File: config.mk
export PLATFORM = sky130hd
export DESIGN_NAME = clksyn_ctl_regs
export DESIGN_NICKNAME = d
export VERILOG_FILES = /design/src/rtl/clksyn_ctl_pkg.sv /design/src/rtl/clksyn_ctl_sync.sv /design/src/rtl/clksyn_ctl_tgt.sv /design/src/rtl/clksyn_ctl_dbuf.sv /design/src/rtl/clksyn_ctl_bank.sv /design/src/rtl/clksyn_ctl_regs.sv
export SDC_FILE = /design/constraint.sdc
export NUM_CORES = 1
export LEC_CHECK = 0
export BUFFER_PORTS_ARGS = -buffer_cell sky130_fd_sc_hd__buf_2
export CAP_MARGIN = 20
export CORE_MARGIN = 3
export CORE_UTILIZATION = 50
export DETAILED_ROUTE_END_ITERATION = 6
export GPL_ROUTABILITY_DRIVEN = 1
export GPL_TIMING_DRIVEN = 0
export PLACE_DENSITY_LB_ADDON = 0.2
export SYNTH_ARGS = -nofsm -noshare
export SYNTH_HDL_FRONTEND = slang
export SYNTH_SLANG_ARGS = --single-unit
File: constraint.sdc
create_clock -name clk -period 2.45 [get_ports clk]
set_input_delay 0 -clock clk [delete_from_list [all_inputs] [get_ports clk]]
set_output_delay 0 -clock clk [all_outputs]
set_load 0.01 [all_outputs]
File: src/rtl/clksyn_ctl_pkg.sv
package clksyn_ctl_pkg;

   typedef enum logic [3:0] {
      ST_IDLE, ST_ADDR, ST_ADDR_ACK, ST_INDEX, ST_INDEX_ACK,
      ST_WDATA, ST_WDATA_ACK, ST_RDATA, ST_RDATA_ACK
   } tgt_state_t;

   localparam logic [7:0] IDX_INPUT = 8'h00;
   localparam logic [7:0] IDX_PHOFF = 8'h04;
   localparam logic [7:0] IDX_OUTEN = 8'h06;
   localparam logic [7:0] IDX_OSC   = 8'h07;
   localparam logic [7:0] IDX_CMD   = 8'h08;
   localparam logic [7:0] IDX_VER   = 8'h10;
   localparam logic [7:0] IDX_REV   = 8'h11;
   localparam logic [7:0] IDX_LOCK  = 8'h12;

   localparam logic [7:0] RST_INPUT = 8'h41;
   localparam logic [7:0] RST_PHOFF = 8'h80;
   localparam logic [7:0] RST_OUTEN = 8'h00;
   localparam logic [7:0] RST_OSC   = 8'h80;
   localparam logic [7:0] MASK_PHOFF = 8'hBF;

   localparam logic [3:0] CMD_LOOP_NIB  = 4'h5;
   localparam logic [3:0] CMD_PHASE_NIB = 4'hA;

   // double-buffered registers: entry 0..3 = indices 01h, 02h, 03h, 05h
   localparam int DB_COUNT = 4;
   localparam logic [DB_COUNT-1:0][7:0] DB_IDX  = {8'h05, 8'h03, 8'h02, 8'h01};
   localparam logic [DB_COUNT-1:0][7:0] DB_MASK = {8'h03, 8'h0F, 8'hFF, 8'h37};
   localparam logic [DB_COUNT-1:0][7:0] DB_RST  = {8'h03, 8'h0F, 8'hFF, 8'h00};
   localparam logic [DB_COUNT-1:0]      DB_GRP_PHASE = 4'b1000;

endpackage

File: src/rtl/clksyn_ctl_sync.sv
module clksyn_ctl_sync #(
   parameter int STAGES = 2
) (
   input  logic clk,
   input  logic rst_n,
   input  logic scl_in,
   input  logic sda_in,
   output logic scl_rise,
   output logic scl_fall,
   output logic sda_now,
   output logic start_det,
   output logic stop_det
);
   localparam int CHAIN_W = 2 * STAGES;

   logic [CHAIN_W-1:0] chain_q;
   logic               scl_p, sda_p;
   logic               scl_s, sda_s;

   generate
      if (STAGES == 2) begin : g_short
         always_ff @(posedge clk or negedge rst_n)
            if (!rst_n) chain_q <= '1;
            else        chain_q <= {chain_q[1:0], scl_in, sda_in};
      end else begin : g_long
         always_ff @(posedge clk or negedge rst_n)
            if (!rst_n) chain_q <= '1;
            else        chain_q <= {chain_q[CHAIN_W-3:0], scl_in, sda_in};
      end
   endgenerate

   assign scl_s = chain_q[CHAIN_W-1];
   assign sda_s = chain_q[CHAIN_W-2];

   always_ff @(posedge clk or negedge rst_n)
      if (!rst_n) begin
         scl_p <= 1'b1;
         sda_p <= 1'b1;
      end else begin
         scl_p <= scl_s;
         sda_p <= sda_s;
      end

   assign scl_rise  = scl_s & ~scl_p;
   assign scl_fall  = ~scl_s & scl_p;
   assign sda_now   = sda_s;
   assign start_det = scl_s & scl_p & sda_p & ~sda_s;
   assign stop_det  = scl_s & scl_p & ~sda_p & sda_s;
endmodule

File: src/rtl/clksyn_ctl_tgt.sv
module clksyn_ctl_tgt
   import clksyn_ctl_pkg::*;
#(
   parameter logic [5:0] ADDR_HI = 6'b010011
) (
   input  logic       clk,
   input  logic       rst_n,
   input  logic       scl_rise,
   input  logic       scl_fall,
   input  logic       sda_now,
   input  logic       start_det,
   input  logic       stop_det,
   input  logic       addr_sel,
   input  logic [7:0] rd_data,
   output logic [7:0] rd_idx,
   output logic       wr_en,
   output logic [7:0] wr_idx,
   output logic [7:0] wr_data,
   output logic       sda_drive_low,
   output tgt_state_t state_o
);
   tgt_state_t state;
   logic [3:0] cnt;
   logic [7:0] sh, tx, idx;
   logic       rw, nack, drv;

   always_ff @(posedge clk or negedge rst_n) begin
      if (!rst_n) begin
         state <= ST_IDLE; cnt <= '0; sh <= '0; tx <= '0; idx <= '0;
         rw <= 1'b0; nack <= 1'b0; drv <= 1'b0;
         wr_en <= 1'b0; wr_idx <= '0; wr_data <= '0;
      end else begin
         wr_en <= 1'b0;
         if (start_det) begin
            state <= ST_ADDR; cnt <= '0; drv <= 1'b0;
         end else if (stop_det) begin
            state <= ST_IDLE; drv <= 1'b0;
         end else begin
            if (scl_rise) begin
               case (state)
                  ST_ADDR, ST_INDEX, ST_WDATA: begin
                     sh  <= {sh[6:0], sda_now};
                     cnt <= cnt + 4'd1;
                  end
                  ST_RDATA:     cnt  <= cnt + 4'd1;
                  ST_RDATA_ACK: nack <= sda_now;
                  default: ;
               endcase
            end
            if (scl_fall) begin
               case (state)
                  ST_ADDR: if (cnt == 4'd8) begin
                     if (sh[7:1] == {ADDR_HI, addr_sel}) begin
                        rw <= sh[0]; drv <= 1'b1; state <= ST_ADDR_ACK;
                     end else state <= ST_IDLE;
                  end
                  ST_ADDR_ACK: begin
                     cnt <= '0;
                     if (rw) begin
                        tx <= rd_data; drv <= ~rd_data[7]; state <= ST_RDATA;
                     end else begin
                        drv <= 1'b0; state <= ST_INDEX;
                     end
                  end
                  ST_INDEX: if (cnt == 4'd8) begin
                     idx <= sh; drv <= 1'b1; state <= ST_INDEX_ACK;
                  end
                  ST_INDEX_ACK: begin
                     drv <= 1'b0; cnt <= '0; state <= ST_WDATA;
                  end
                  ST_WDATA: if (cnt == 4'd8) begin
                     wr_en <= 1'b1; wr_idx <= idx; wr_data <= sh;
                     idx <= idx + 8'd1; drv <= 1'b1; state <= ST_WDATA_ACK;
                  end
                  ST_WDATA_ACK: begin
                     drv <= 1'b0; cnt <= '0; state <= ST_WDATA;
                  end
                  ST_RDATA: if (cnt == 4'd8) begin
                     drv <= 1'b0; idx <= idx + 8'd1; state <= ST_RDATA_ACK;
                  end else begin
                     tx <= {tx[6:0], 1'b0}; drv <= ~tx[6];
                  end
                  ST_RDATA_ACK: if (nack) state <= ST_IDLE;
                  else begin
                     cnt <= '0; tx <= rd_data; drv <= ~rd_data[7]; state <= ST_RDATA;
                  end
                  default: ;
               endcase
            end
         end
      end
   end

   assign rd_idx        = idx;
   assign sda_drive_low = drv;
   assign state_o       = state;
endmodule

File: src/rtl/clksyn_ctl_dbuf.sv
module clksyn_ctl_dbuf #(
   parameter logic [7:0] MASK = 8'hFF,
   parameter logic [7:0] RST  = 8'h00
) (
   input  logic       clk,
   input  logic       rst_n,
   input  logic       wr_stb,
   input  logic [7:0] wr_data,
   input  logic       commit,
   output logic [7:0] shadow_o,
   output logic [7:0] working_o
);
   always_ff @(posedge clk or negedge rst_n)
      if (!rst_n) begin
         shadow_o  <= RST;
         working_o <= RST;
      end else begin
         if (wr_stb) shadow_o  <= wr_data & MASK;
         if (commit) working_o <= shadow_o;
      end
endmodule

File: src/rtl/clksyn_ctl_bank.sv
module clksyn_ctl_bank
   import clksyn_ctl_pkg::*;
#(
   parameter logic [7:0] CHIP_VER = 8'h18,
   parameter logic [7:0] CHIP_REV = 8'h01
) (
   input  logic        clk,
   input  logic        rst_n,
   input  logic        wr_en,
   input  logic [7:0]  wr_idx,
   input  logic [7:0]  wr_data,
   input  logic [7:0]  rd_idx,
   input  logic        lock_phase,
   input  logic        lock_loop,
   output logic [7:0]  rd_data,
   output logic [7:0]  in_ctl_o,
   output logic [7:0]  loop_ctl_o,
   output logic [11:0] fb_div_o,
   output logic [7:0]  phase_off_o,
   output logic [1:0]  phase_res_o,
   output logic [7:0]  out_en_o,
   output logic [7:0]  osc_div_o
);
   logic [7:0] db_sh [DB_COUNT];
   logic [7:0] db_wk [DB_COUNT];
   logic       cmd_wr, commit_loop, commit_phase;

   assign cmd_wr       = wr_en && (wr_idx == IDX_CMD);
   assign commit_loop  = cmd_wr && (wr_data[7:4] == CMD_LOOP_NIB);
   assign commit_phase = cmd_wr && (wr_data[3:0] == CMD_PHASE_NIB);

   for (genvar g = 0; g < DB_COUNT; g++) begin : g_db
      logic commit_g, stb_g;
      assign commit_g = DB_GRP_PHASE[g] ? commit_phase : commit_loop;
      assign stb_g    = wr_en && (wr_idx == DB_IDX[g]);
      clksyn_ctl_dbuf #(.MASK(DB_MASK[g]), .RST(DB_RST[g])) u_db (
         .clk(clk), .rst_n(rst_n), .wr_stb(stb_g), .wr_data(wr_data),
         .commit(commit_g), .shadow_o(db_sh[g]), .working_o(db_wk[g]));
   end

   always_ff @(posedge clk or negedge rst_n)
      if (!rst_n) begin
         in_ctl_o    <= RST_INPUT;
         phase_off_o <= RST_PHOFF;
         out_en_o    <= RST_OUTEN;
         osc_div_o   <= RST_OSC;
      end else if (wr_en) begin
         case (wr_idx)
            IDX_INPUT: in_ctl_o    <= wr_data;
            IDX_PHOFF: phase_off_o <= wr_data & MASK_PHOFF;
            IDX_OUTEN: out_en_o    <= wr_data;
            IDX_OSC:   osc_div_o   <= wr_data;
            default: ;
         endcase
      end

   always_comb begin
      rd_data = '0;
      case (rd_idx)
         IDX_INPUT: rd_data = in_ctl_o;
         IDX_PHOFF: rd_data = phase_off_o;
         IDX_OUTEN: rd_data = out_en_o;
         IDX_OSC:   rd_data = osc_div_o;
         IDX_VER:   rd_data = CHIP_VER;
         IDX_REV:   rd_data = CHIP_REV;
         IDX_LOCK:  rd_data = {6'b0, lock_loop, lock_phase};
         default: ;
      endcase
      for (int k = 0; k < DB_COUNT; k++)
         if (rd_idx == DB_IDX[k]) rd_data = db_sh[k];
   end

   assign loop_ctl_o  = db_wk[0];
   assign fb_div_o    = {db_wk[2][3:0], db_wk[1]};
   assign phase_res_o = db_wk[3][1:0];
endmodule

File: src/rtl/clksyn_ctl_regs.sv
module clksyn_ctl_regs
   import clksyn_ctl_pkg::*;
#(
   parameter logic [7:0] CHIP_VER    = 8'h18,
   parameter logic [7:0] CHIP_REV    = 8'h01,
   parameter logic [5:0] ADDR_HI     = 6'b010011,
   parameter int         SYNC_STAGES = 2
) (
   input  logic        clk,
   input  logic        rst_n,
   input  logic        scl_in,
   input  logic        sda_in,
   output logic        sda_drive_low,
   input  logic        addr_sel,
   input  logic        lock_phase,
   input  logic        lock_loop,
   output logic [7:0]  in_ctl_o,
   output logic [7:0]  loop_ctl_o,
   output logic [11:0] fb_div_o,
   output logic [7:0]  phase_off_o,
   output logic [1:0]  phase_res_o,
   output logic [7:0]  out_en_o,
   output logic [7:0]  osc_div_o
);
   generate
      if (SYNC_STAGES < 2) begin : g_bad_sync
         $error("SYNC_STAGES must be at least 2");
      end
   endgenerate

   logic       scl_rise, scl_fall, sda_now, start_det, stop_det;
   logic       wr_en;
   logic [7:0] wr_idx, wr_data, rd_idx, rd_data;
   tgt_state_t tgt_state;

   clksyn_ctl_sync #(.STAGES(SYNC_STAGES)) u_sync (
      .clk(clk), .rst_n(rst_n), .scl_in(scl_in), .sda_in(sda_in),
      .scl_rise(scl_rise), .scl_fall(scl_fall), .sda_now(sda_now),
      .start_det(start_det), .stop_det(stop_det));

   clksyn_ctl_tgt #(.ADDR_HI(ADDR_HI)) u_tgt (
      .clk(clk), .rst_n(rst_n), .scl_rise(scl_rise), .scl_fall(scl_fall),
      .sda_now(sda_now), .start_det(start_det), .stop_det(stop_det),
      .addr_sel(addr_sel), .rd_data(rd_data), .rd_idx(rd_idx),
      .wr_en(wr_en), .wr_idx(wr_idx), .wr_data(wr_data),
      .sda_drive_low(sda_drive_low), .state_o(tgt_state));

   clksyn_ctl_bank #(.CHIP_VER(CHIP_VER), .CHIP_REV(CHIP_REV)) u_bank (
      .clk(clk), .rst_n(rst_n), .wr_en(wr_en), .wr_idx(wr_idx),
      .wr_data(wr_data), .rd_idx(rd_idx), .lock_phase(lock_phase),
      .lock_loop(lock_loop), .rd_data(rd_data), .in_ctl_o(in_ctl_o),
      .loop_ctl_o(loop_ctl_o), .fb_div_o(fb_div_o), .phase_off_o(phase_off_o),
      .phase_res_o(phase_res_o), .out_en_o(out_en_o), .osc_div_o(osc_div_o));
endmodule

## Word level (Yosys, flattened, before mapping)

Index checks and enable logic that the tools add are counted.

- Logic and storage cells: 163
- Input port bits: 7
- Output and inout bits: 55
- Register bits after elaboration: 126

- Reductions and logical operators: 32
- Eq/ne operators: 43
- Bitwise logic cells: 15
- Mux-type cells: 45
- Add/subtract/negate cells: 2

Operator list:

| kind | count |
|---|---|
| $eq A8 B3 Y1 const B | 8 |
| $pmux W8 S7 | 1 |
| $mux W4 | 13 |
| $mux W8 | 6 |
| $eq A8 B2 Y1 const B | 4 |
| $pmux W4 S7 | 1 |
| $eq A8 B5 Y1 const B | 3 |
| $reduce_and A6 Y1 | 4 |
| $mux W7 | 3 |
| $pmux W7 S3 | 1 |
| $eq A4 B3 Y1 const B | 5 |
| $ne A4 B3 Y1 const B | 5 |
| $eq A8 B1 Y1 const B | 2 |
| $logic_not A8 Y1 | 2 |
| $pmux W8 S2 | 1 |
| $mux W1 | 14 |
| $eq A4 B4 Y1 const B | 3 |
| $reduce_bool A9 Y1 | 1 |
| $add A8 B1 Y8 const B | 1 |
| $eq A4 B2 Y1 const B | 2 |
| $eq A8 B4 Y1 const B | 1 |
| $not A1 Y1 | 8 |
| $pmux W4 S2 | 1 |
| $reduce_and A2 Y1 | 4 |
| 21 further kinds | 43 |

## Longest topological paths before layout

- Depth after elaboration: 12
- Mapped depth: 8
- Gate-level depth less buffers: 7

## By module

From an unflattened synthesis, not the netlist that was laid out.

- Cell total of the unflattened synthesis: 577
- Area, all modules: 6,623.9 um^2

By module, submodules not included:

| module | area each (um^2) | sequential area each (um^2) | instances | cells an instance |
|---|---|---|---|---|
| clksyn_ctl_tgt | 2,635.0 | 1,276.2 | 1 | 255 |
| clksyn_ctl_bank | 2,095.8 | 780.7 | 1 | 205 |
| clksyn_ctl_dbuf at u_bank.g_db[1].u_db | 683.2 | 420.4 | 1 | 34 |
| clksyn_ctl_dbuf at u_bank.g_db[0].u_db | 411.6 | 250.2 | 1 | 27 |
| clksyn_ctl_dbuf at u_bank.g_db[2].u_db | 364.1 | 210.2 | 1 | 25 |
| clksyn_ctl_dbuf at u_bank.g_db[3].u_db | 244.0 | 105.1 | 1 | 21 |
| clksyn_ctl_sync | 190.2 | 157.7 | 1 | 10 |

## Worst setup path before layout

OpenSTA, ideal clock, no wires.

- Path kind: reg2reg
- Start point: register u_tgt.cnt[0]
- End point: register u_tgt.wr_data[4]
- Setup slack: 0.475 ns
- Stages on the path, launching flop included: 8
- Data required time: 2.325 ns
- Path buffers: 1
- Setup time: 0.125 ns
- Period minus slack after synthesis: 1.975 ns
- Arrival: 1.851 ns
- Path through: dfrtp_1 -> inv_1 -> ha_1 -> and3b_1 -> nand2_1 -> nor3_4 -> buf_4 -> mux2_2

- Longest elaborated chain between the ends: 2

RTL lines:

| item | RTL line | RTL |
|---|---|---|
| from (decl) | clksyn_ctl_tgt.sv:23 | `logic [3:0] cnt;` |
| from (signal assigned) | clksyn_ctl_tgt.sv:43 | `cnt <= cnt + 4'd1;` |
| from (signal assigned) | clksyn_ctl_tgt.sv:45 | `ST_RDATA: cnt <= cnt + 4'd1;` |
| $eq A4 B4 Y1 | clksyn_ctl_tgt.sv:71 | `ST_WDATA: if (cnt == 4'd8) begin` |
| $reduce_and A5 Y1 (no source line) | -- |  |
| to (signal assigned) | clksyn_ctl_tgt.sv:31 | `wr_en <= 1'b0; wr_idx <= '0; wr_data <= '0;` |
| to (signal assigned) | clksyn_ctl_tgt.sv:72 | `wr_en <= 1'b1; wr_idx <= idx; wr_data <= sh;` |
| to (decl) | clksyn_ctl_tgt.sv:18 | `output logic [7:0] wr_data,` |

Every way passes these cells.
A chain may end at the register's enable or synchronous reset.

## Final worst setup path

- Start point: register u_tgt.idx[1], in the netlist u_tgt.rd_idx[1]
- End point: register u_tgt.tx[6]

- Longest elaborated chain between the ends: 8
- Elaborated cells on any way between the ends: 19
- Classes of those cells: eq/ne (10); mux (8); reduce/logical (1)

RTL lines:

| item | RTL line | RTL |
|---|---|---|
| from (decl) | clksyn_ctl_tgt.sv:24 | `logic [7:0] sh, tx, idx;` |
| from (signal assigned) | clksyn_ctl_tgt.sv:29 | `state <= ST_IDLE; cnt <= '0; sh <= '0; tx <= '0; idx <= '0;` |
| from (signal assigned) | clksyn_ctl_tgt.sv:66 | `idx <= sh; drv <= 1'b1; state <= ST_INDEX_ACK;` |
| from (signal assigned) | clksyn_ctl_tgt.sv:73 | `idx <= idx + 8'd1; drv <= 1'b1; state <= ST_WDATA_ACK;` |
| $eq A8 B5 Y1 (tied with other cells) | clksyn_ctl_bank.sv:59 | `case (rd_idx)` |
| $pmux W8 S7 | clksyn_ctl_bank.sv:59 |  |
| $mux W8 (3 in a row) | clksyn_ctl_bank.sv:70 | `if (rd_idx == DB_IDX[k]) rd_data = db_sh[k];` |
| $mux W8 (*) | clksyn_ctl_bank.sv:70 |  |
| $mux W7 (on tied branches) | clksyn_ctl_tgt.sv:83, clksyn_ctl_tgt.sv:59 |  |
| $pmux W7 S3 (*) | clksyn_ctl_tgt.sv:51 | `case (state)` |
| to (signal assigned) | clksyn_ctl_tgt.sv:81 | `tx <= {tx[6:0], 1'b0}; drv <= ~tx[6];` |
| to (decl) | clksyn_ctl_tgt.sv:24 |  |

Mark *: on every way between the ends. The rest lies on a longest branch, timed or not. The select of a mux whose other input is x is not followed.

==> qor.yml <==
cp-end-kind: "register"
rows: 40
max_stage_delay_ps: 570
ys_types: 75
start_util_pct: 51.7
synth_async_sr_flop_share_pct: 100
vdd_ir_drop_max_v: 0.000550
cts_max_level: 4
endpoint: "u_tgt.tx[6]"
cts_num_sinks: 126
vias_per_cell: 5.82
power_mw: 4.77
clockRootBuffer: "clkbuf_16"
synth.area.top_cells: "dfrtp_1 (35%), dfstp_2 (16%), mux2_2 (14%)"
grt.total_usage_pct: 22.8
powerDensity_nw_per_um2: 643
final_cells: 804
fp.dieH_um: 118
grt_remaining_overflow: 0
netlist_instances: 537
synthFlopType: "dfrtp_1"
die_x_um: 118
tightest_slew_ps: 630
antenna_found_initial: 0
drive_above_1_share_pct: 39.0
drv_cap: 0
reg2reg_slack_ps: 120
cp_max_fo: 10
synth_edf_count: 0
final.period_utilization_pct: 95.2
nets: 636
grt_pass1_wl_mm: 24.9
drv_slew: 0
clk_latency_ps: 420
r2r-start: "u_tgt.rd_idx[1]"
path_cells: "inv_1 > ha_1 > clkbuf_1 > nor4b_1 > a221oi_1 > and2_2 > a32oi_1 > o211ai_1"
synthAdderAreaFrac_pct: 1.20
syn-cell-area_um2: 6260
relSlewSlack_pct: 57.6
cts_buffers: 17
wl_mm: 15.3
path_class: "register to register"
synth_top_family_by_area: "multiplexers"
drc_errors: 0
synth_seq_cells: 126
dp_cells: 766
synthMuxAreaShare_pct: 18.1
seq_area_frac_synth_pct: 51.1
worstRegToRegCells: 8
required_ps: 2740
rsz0062_at_grt: "no"
yosysWarnings: 0
num_io_pins: 62
vias: 4683
ant_nets: 0
wl_per_cell_um: 19.0
final.setup.worst_slack_ps: 117
core_um2: 12100
drtIter0Drc: 411
outcome: "finished clean"
critPathArrivalTime_ps: 2620
portBuffers: 57
synth_top_area_share_pct: 35.2
place_ws_ps: 58.9
syn_avg_cell_area_um2: 11.7
grt_pass1_vias: 4649
grt_max_degree: 71
synth-xor-area-share_pct: 0.280
min_path_type: "primary input to asynchronous set/reset pin"
hold_viol: 0
synth-simple-area-share_pct: 13.0
synth_area_leader_cell: "dfrtp_1"
fin_skew_ps: 8.34
ys_top_cells_by_count: "dfrtp_1 (88), mux2_2 (80), dfstp_2 (38), nand2_1 (35), a21oi_1 (28)"
clk_transition_reported_paths_ps: 50
dieArea_um2: 13900
post-synth-top-count-cell: "dfrtp_1"
startpoint_type: "register"
p_leak_nw: 3.44
finalSetupViolCount: 0
crit_path_start: "u_tgt.rd_idx[1]"
dr.pass1.iters: 5
n_antenna_cell: 0
synth-compound-area-share_pct: 12.8
place.gp.congestion: 0.958
slowest_stage: "nor4b_1"
tritoncts: "done"
dp_hpwl_mm: 10.8
cts.path.max_buffers: 2
timing.rr.end: "u_tgt.tx[6]"
holdWs_ps: 153
fmax_ghz: 0.429
areaGrowthSynthToFinish_pct: 18.4
period_needed_ps: 2330
## cell type report
cell class | instances | area, um^2
Fill cell | 1032 | 4700
Sequential cell | 126 | 3200
Multi-Input combinational cell | 371 | 2860
Clock buffer | 20 | 457
Timing Repair Buffer | 65 | 379
Tap cell | 168 | 210
Buffer | 32 | 169
Clock inverter | 12 | 95.1
Inverter | 10 | 37.5
## worst min path at each step
stage | startpoint | endpoint | slack (ps)
finish | rst_n | u_bank.g_db[0].u_db.working_o[0] | 150
global route | addr_sel | u_tgt.sda_drive_low | 200
CTS | addr_sel | u_tgt.sda_drive_low | 140
detailed placement | rst_n | u_bank.g_db[0].u_db.working_o[1] | 40
global placement | scl_in | u_sync.chain_q[1] | 100
floorplan | rst_n | u_bank.g_db[0].u_db.shadow_o[0] | -300
## kinds of logic after synthesis
logic type                 Yosys count
and+or+nand+nor                    143
DFF                                126
AOI/OAI and AO/OA                  115
muxes                              101
buffers and inverters               43
adders and majority gates            6
xor gates and xnor gates             2
other                                1
## registers in the layout, summed over array words and instances (netlist names), 8 cells and up
signal                      cells
u_bank.g_db.u_db.shadow_o      19
u_bank.g_db.u_db.working_o     19
u_bank.in_ctl_o                 8
u_bank.osc_div_o                8
u_bank.out_en_o                 8
u_tgt.rd_idx                    8
u_tgt.sh                        8
u_tgt.wr_data                   8
u_tgt.wr_idx                    8
## power by group
part | switching (mW) | internal, mW
Combinational | 0.109 | 0.102
Clock | 0.892 | 1.43
Sequential | 0.0819 | 2.15
## metal layers
metal	routed length [um]	global-route usage (%)	part of all wire, %
met3	1140	5.91	7.4
met1	6770	31.3	44
met5	0	0	0
met2	7130	34.5	47
met4	264	9.52	1.7
## cells in the final DEF, fill, tap and decap left out, drive strengths merged, types with 5 or more instances in the layout
master  netlist  final
mux2         96     96
dfrtp        88     88
buf          19     81
dfstp        38     38
nand2        35     35
clkbuf       14     33
a21oi        30     30
nor2         22     22
o21ai        21     21
nand3        15     15
nor3         12     12
inv          10     10
nor2b        10     10
clkinv        0     10
nand4         9      9
o22ai         8      8
nand2b        6      6
a22oi         6      6
ha            6      6
and2          6      6
nand3b        5      5
mux2i         5      5
o211ai        5      5
a31oi         5      5
a221oi        5      5
## timing repair
action                                  4_1_cts  5_1_grt
hold buffers                                  3        0
endpoints found under the setup margin        0       16
setup buffers                                 0        4
gates resized for setup                       0        2
hold endpoints to repair                     71        0
## stage by stage
step	area (um^2)	TNS, ps	util, %
3_5_place_dp	6800	0	56.1
6_report	7410	0	61.2
4_1_cts	7380	0	60.9
2_1_floorplan	6270	0	-
3_3_place_gp	6760	-10590	55.8
5_1_grt	7410	0	61.2
## critical path: cells and delay by family (launching register included)
kind / cells / cell delay (ps)
buffers and inverters: 2 / 310
and+or+nand+nor: 2 / 830
DFF: 1 / 440
AOI/OAI and AO/OA: 3 / 430
adders and majority gates: 1 / 180
Note: power is estimated with default switching activity, not from simulation.
